===== src/rtl/gpio3_pkg.sv =====
package gpio3_pkg;
  typedef enum logic [1:0] {
    MODE_MCU      = 2'b00,
    MODE_MCU_PROT = 2'b01,
    MODE_EXT_MCU  = 2'b10,
    MODE_UPROC    = 2'b11
  } op_mode_e;

  localparam logic REG_SEL_DATA = 1'b0;
  localparam logic REG_SEL_DIR  = 1'b1;

  localparam int STROBE_COUNT = 3;

  function automatic logic mode_is_bus(input logic [1:0] m);
    return m[1];
  endfunction
endpackage


===== src/rtl/g3_sync.sv =====
module g3_sync #(
  parameter int PINS   = 3,
  parameter int STAGES = 2
) (
  input  logic            clk,
  input  logic            rst_n,
  input  logic [PINS-1:0] d_in,
  output logic [PINS-1:0] q_out
);
  logic [PINS-1:0] st [STAGES];
  logic            armed;

  always_ff @(posedge clk) begin
    if (!rst_n) armed <= 1'b0;
    else        armed <= 1'b1;
  end

  genvar k;
  generate
    for (k = 0; k < STAGES; k++) begin : g_stage
      if (k == 0) begin : g_first
        always_ff @(posedge clk) begin
          if (!rst_n) st[0] <= '0;
          else        st[0] <= d_in;
        end

        first_stage_chk: assert property (@(posedge clk) disable iff (!rst_n)
          armed |-> st[0] == $past(d_in));
      end else begin : g_next
        always_ff @(posedge clk) begin
          if (!rst_n) st[k] <= '0;
          else        st[k] <= st[k-1];
        end

        chain_stage_chk: assert property (@(posedge clk) disable iff (!rst_n)
          armed |-> st[k] == $past(st[k-1]));
      end
    end
  endgenerate

  assign q_out = st[STAGES-1];
endmodule


===== src/rtl/g3_regfile.sv =====
module g3_regfile
  import gpio3_pkg::*;
#(
  parameter int PINS     = 3,
  parameter int DW       = 8,
  parameter int BANK_W   = 4,
  parameter int OWN_BANK = 1
) (
  input  logic              clk,
  input  logic              rst_n,
  input  logic [BANK_W-1:0] bank,
  input  logic              addr,
  input  logic              wr,
  input  logic [DW-1:0]     wdata,
  input  logic [PINS-1:0]   pin_sync,
  output logic [DW-1:0]     rdata,
  output logic [PINS-1:0]   latch_q,
  output logic [PINS-1:0]   dir_q
);
  localparam logic [BANK_W-1:0] MY_BANK = BANK_W'(OWN_BANK);

  logic hit;
  assign hit = (bank == MY_BANK);

  always_ff @(posedge clk) begin
    if (!rst_n) begin
      latch_q <= '0;
      dir_q   <= '1;
    end else if (hit && wr) begin
      if (addr == REG_SEL_DATA) latch_q <= wdata[PINS-1:0];
      else                      dir_q   <= wdata[PINS-1:0];
    end
  end

  always_comb begin
    rdata = '0;
    if (hit) begin
      if (addr == REG_SEL_DATA) rdata[PINS-1:0] = pin_sync;
      else                      rdata[PINS-1:0] = dir_q;
    end
  end


  bank_gate_chk: assert property (@(posedge clk) disable iff (!rst_n)
    !hit |=> $stable(latch_q) && $stable(dir_q));


  latch_load_chk: assert property (@(posedge clk) disable iff (!rst_n)
    (hit && wr && addr == REG_SEL_DATA) |=> latch_q == $past(wdata[PINS-1:0]));


  dir_untouched_chk: assert property (@(posedge clk) disable iff (!rst_n)
    (hit && wr && addr == REG_SEL_DATA) |=> $stable(dir_q));


  latch_untouched_chk: assert property (@(posedge clk) disable iff (!rst_n)
    (hit && wr && addr == REG_SEL_DIR) |=> $stable(latch_q));
endmodule


===== src/rtl/g3_pinmux.sv =====
module g3_pinmux
  import gpio3_pkg::*;
#(
  parameter int PINS = 3
) (
  input  logic                    bus_sel,
  input  logic [PINS-1:0]         latch_q,
  input  logic [PINS-1:0]         dir_q,
  input  logic [STROBE_COUNT-1:0] strobes,
  output logic [PINS-1:0]         pin_out,
  output logic [PINS-1:0]         pin_oe
);
  genvar i;
  generate
    for (i = 0; i < PINS; i++) begin : g_pin
      if (i < STROBE_COUNT) begin : g_shared
        assign pin_out[i] = bus_sel ? strobes[i] : latch_q[i];
        assign pin_oe[i]  = bus_sel | ~dir_q[i];
      end else begin : g_plain
        assign pin_out[i] = latch_q[i];
        assign pin_oe[i]  = ~dir_q[i];
      end
    end
  endgenerate
endmodule


===== src/rtl/gpio3_busmux.sv =====
module gpio3_busmux
  import gpio3_pkg::*;
#(
  parameter int PINS        = 3,
  parameter int DW          = 8,
  parameter int BANK_W      = 4,
  parameter int OWN_BANK    = 1,
  parameter int SYNC_STAGES = 2
) (
  input  logic              clk,
  input  logic              rst_n,
  input  logic [1:0]        op_mode,
  input  logic [BANK_W-1:0] reg_bank,
  input  logic              reg_addr,
  input  logic              reg_wr,
  input  logic [DW-1:0]     reg_wdata,
  output logic [DW-1:0]     reg_rdata,
  input  logic              xb_latch_en,
  input  logic              xb_rd_n,
  input  logic              xb_wr_n,
  input  logic [PINS-1:0]   pad_in,
  output logic [PINS-1:0]   pad_out,
  output logic [PINS-1:0]   pad_oe
);
  logic [PINS-1:0]         pin_sync;
  logic [PINS-1:0]         latch_q;
  logic [PINS-1:0]         dir_q;
  logic [STROBE_COUNT-1:0] strobes;
  logic                    bus_sel;

  assign bus_sel = mode_is_bus(op_mode);
  assign strobes = {xb_wr_n, xb_rd_n, xb_latch_en};

  g3_sync #(.PINS(PINS), .STAGES(SYNC_STAGES)) u_sync (
    .clk   (clk),
    .rst_n (rst_n),
    .d_in  (pad_in),
    .q_out (pin_sync)
  );

  g3_regfile #(.PINS(PINS), .DW(DW), .BANK_W(BANK_W), .OWN_BANK(OWN_BANK)) u_regs (
    .clk      (clk),
    .rst_n    (rst_n),
    .bank     (reg_bank),
    .addr     (reg_addr),
    .wr       (reg_wr),
    .wdata    (reg_wdata),
    .pin_sync (pin_sync),
    .rdata    (reg_rdata),
    .latch_q  (latch_q),
    .dir_q    (dir_q)
  );

  g3_pinmux #(.PINS(PINS)) u_mux (
    .bus_sel (bus_sel),
    .latch_q (latch_q),
    .dir_q   (dir_q),
    .strobes (strobes),
    .pin_out (pad_out),
    .pin_oe  (pad_oe)
  );


  upper_bits_zero_chk: assert property (@(posedge clk) disable iff (!rst_n)
    reg_rdata[DW-1:PINS] == '0);


  bus_exit_chk: assert property (@(posedge clk) disable iff (!rst_n)
    (bus_sel && !reg_wr) |=> (!bus_sel) |-> pad_out == $past(latch_q));
endmodule


===== config.mk =====
export PLATFORM = sky130hd
export DESIGN_NAME = gpio3_busmux
export DESIGN_NICKNAME = d
export VERILOG_FILES = /design/src/rtl/gpio3_pkg.sv /design/src/rtl/g3_sync.sv /design/src/rtl/g3_regfile.sv /design/src/rtl/g3_pinmux.sv /design/src/rtl/gpio3_busmux.sv
export SDC_FILE = /design/constraint.sdc
export NUM_CORES = 1
export LEC_CHECK = 0
export BUFFER_PORTS_ARGS = -buffer_cell sky130_fd_sc_hd__buf_2
export CAP_MARGIN = 10
export CORE_MARGIN = 3
export CORE_UTILIZATION = 40
export DETAILED_ROUTE_END_ITERATION = 10
export GPL_TIMING_DRIVEN = 1
export PLACE_DENSITY = 0.85
export SYNTH_ARGS = -nofsm -noshare
export SYNTH_HDL_FRONTEND = slang
export SYNTH_SLANG_ARGS = --single-unit

===== constraint.sdc =====
create_clock -name clk -period 2.4 [get_ports clk]
set_clock_uncertainty 0.05 [all_clocks]
set_input_delay 0 -clock clk [delete_from_list [all_inputs] [get_ports clk]]
set_output_delay 0 -clock clk [all_outputs]
set_load 0.01 [all_outputs]

==> results.yml <==
placement:
  place_ws_ps: 1024
  place.gp.congestion: 0.7134
  hpwl_um: 840.2
  io_buffers: 26
final_layout:
  fillers: 118
  n_antenna_cell: 0
  fin_util_pct: 59.73
  finalNetCount: 118
  area_delta_synth_final_pct: 37.34
  drive_above_1_share_pct: 37.63
yosys:
  netlist_instances: 60
  ys_ff_latch: 12
  synth_cell_types: 16
  netlist_area_um2: 573.1
  synth_warnings: 0
  avgSynthCellArea_um2: 9.551
  yosysSeqAreaShare_pct: 41.92
critical_path:
  crit_path_end_kind: "flip-flop"
  r2r_slack_ps: 1670
  crit_slowest_cell: "or4b_4"
  cp.arrival_ps: 1230
  slowest_delay_ps: 600
  cp_num_buf_inv: 1
  cpLargestDelayFamily: "simple AND/OR/NAND/NOR gates"
  crit_required_ps: 2550
  path_class: "in -> reg"
  path_cells: "buf_2 > or4b_4 > nor3b_4 > mux2i_1"
  cp-start-kind: "primary input"
  critPathMaxFanout: 10
clocking:
  numCtsBuffers: 3
  ctsRootBufferMaster: "clkbuf_4"
  cts_resized: 0
  cts_sinks: 12
  clkLatencyLatePin_ps: 270
  post-cts-setup-buffer-count: 0
  clk_path_buf_depth: 2
  htreeDepth: 1
  ctsHoldBuffers: 7
  clkSlewWorstSetupHoldPaths_ps: 70
  cts_tree: "built"
timing:
  setup_tns_ps: 0
  setup_ws_ps: 1322
  fin_crit_sh_pct: 44.92
  whs_ps: 86.98
  fmax_ghz: 0.9276
  post-route-min-period_ps: 1078
  finalSetupViolations: 0
  hold_viol: 0
  drv_slew: 0
  rsz0062_at_grt: "false"
die:
  dieWidth_um: 43.85
  core_um2: 1318
  num_io_pins: 38
  die_y_um: 43.85
  num_rows: 13
  dieArea_um2: 1923
  start_util_pct: 43.49
pwr:
  p_leak_nw: 0.3895
  p_seq_share_pct: 48.4
  switching_share_pct: 22.34
  power_w: 0.0004256
  p_int_w: 0.0003305
  p_per_area_nw_per_um2: 540.7
  p_comb_share_pct: 14.3
  switching_power_w: 0.00009507
  clkPwrFrac_pct: 37.3
  ir_drop_mv: 0.2423
run:
  cap_violations: 0
routing:
  wirelength_um: 1094
  wl_per_cell_um: 10.13
  drt_iter0_markers: 2
  firstDrtPassIters: 4
  ant_nets: 0
  drc: 0
  route.vias.total: 496
  viasPerCell: 4.593
worst_hold_path:
  hp-class: "in -> reg"
grt:
  grt_max_degree: 16
  grt_pass1_vias: 465
  grt_overflow: 0
  grt_pass1_wl_um: 1814
  grt_use_total_pct: 13.03
  antenna_found_initial: 0
outcome:
  status: "completed"
routing by layer:
layer | part of all wire (%) | track usage [%]
met4 | 2.3 | 10.84
met2 | 47 | 22.09
met5 | 0 | 0
met3 | 10 | 3.320
met1 | 41 | 13.13
stage by stage:
| step | instance area (um^2) | cells |
|---|---|---|
| floorplan | 588.1 | 64 |
| global placement | 680.7 | 97 |
| detailed placement | 680.7 | 97 |
| CTS | 787.0 | 108 |
| global route | 787.0 | 108 |
| finish | 787.0 | 108 |
worst paths after layout:
path                            depth (start not counted)                 to            start
worst max-delay path                                    4  u_regs.latch_q[0]      reg_bank[3]
worst min register to register                          1    u_sync.st[1][2]  u_sync.st[0][2]
worst min-delay path                                    3  u_regs.latch_q[1]         reg_addr
worst max register to register                          2    u_regs.dir_q[1]  u_regs.dir_q[1]
cell usage in the layout (no fill, tap or decap):
cell	Yosys	final
buf_2	0	26
dfxtp_1	12	12
nand2_1	7	7
dlygate4sd3_1	0	7
mux2i_1	6	6
and2_1	6	6
conb_1	1	5
nor2_1	3	3
mux2_2	3	3
nand2b_1	3	3
inv_1	3	3
o21ai_0	3	3
o311ai_0	3	3
clkbuf_4	0	3
or4b_4	1	1
nor3b_4	1	1
clkbuf_8	0	1
synthesized netlist by cell type (all sizes together):
cell	number	area [um^2]
mux2	3	33.78
o311ai	3	26.28
nor2	3	11.26
dfxtp	12	240.2
clkbuf	2	7.510
o21ai	3	15.01
nor3b	1	18.77
nand2b	3	18.77
or4b	1	13.76
mux2i	6	60.06
inv	3	11.26
conb	1	3.750
and2	6	37.54
buf	6	48.80
nand2	7	26.28
power by group through the flow:
stage	clock network (W)	logic (W)	registers (W)
4_1_cts	0.000162	0.0000613	0.000206
3_3_place_gp	0	0.0000515	0.000211
2_1_floorplan	0	0.0000361	0.000210
3_5_place_dp	0	0.0000528	0.000211
5_1_grt	0.000167	0.0000680	0.000207
6_report	0.000159	0.0000609	0.000206
layout make-up:
class	instances	area [um^2]	area share, %
tap	15	18.77	2.385
inverter	3	11.26	1.431
clock buffer	4	36.28	4.610
sequential	12	240.2	30.52
multi-input combinational	41	280.3	35.61
timing repair buffer	33	200.2	25.44
worst min-delay path: cells and delay by family:
family | cells | cell delay (ps)
muxes | 1 | 120
and+or+nand+nor | 1 | 80
buffers and inverters | 1 | 170
logic make-up after synthesis:
| family | count (synthesis) | share of synthesized area, % |
|---|---|---|
| simple gates | 21 | 22.05 |
| compound gates | 6 | 7.205 |
| mux | 9 | 16.38 |
| buf+inv | 11 | 11.79 |
| flops | 12 | 41.92 |
| other cells | 1 | 0.6544 |
state kept, by name (all words and copies together) (netlist names):
name / count
u_sync.st: 6
u_regs.dir_q: 3
u_regs.latch_q: 3
Note: power is estimated with default switching activity, not from simulation.
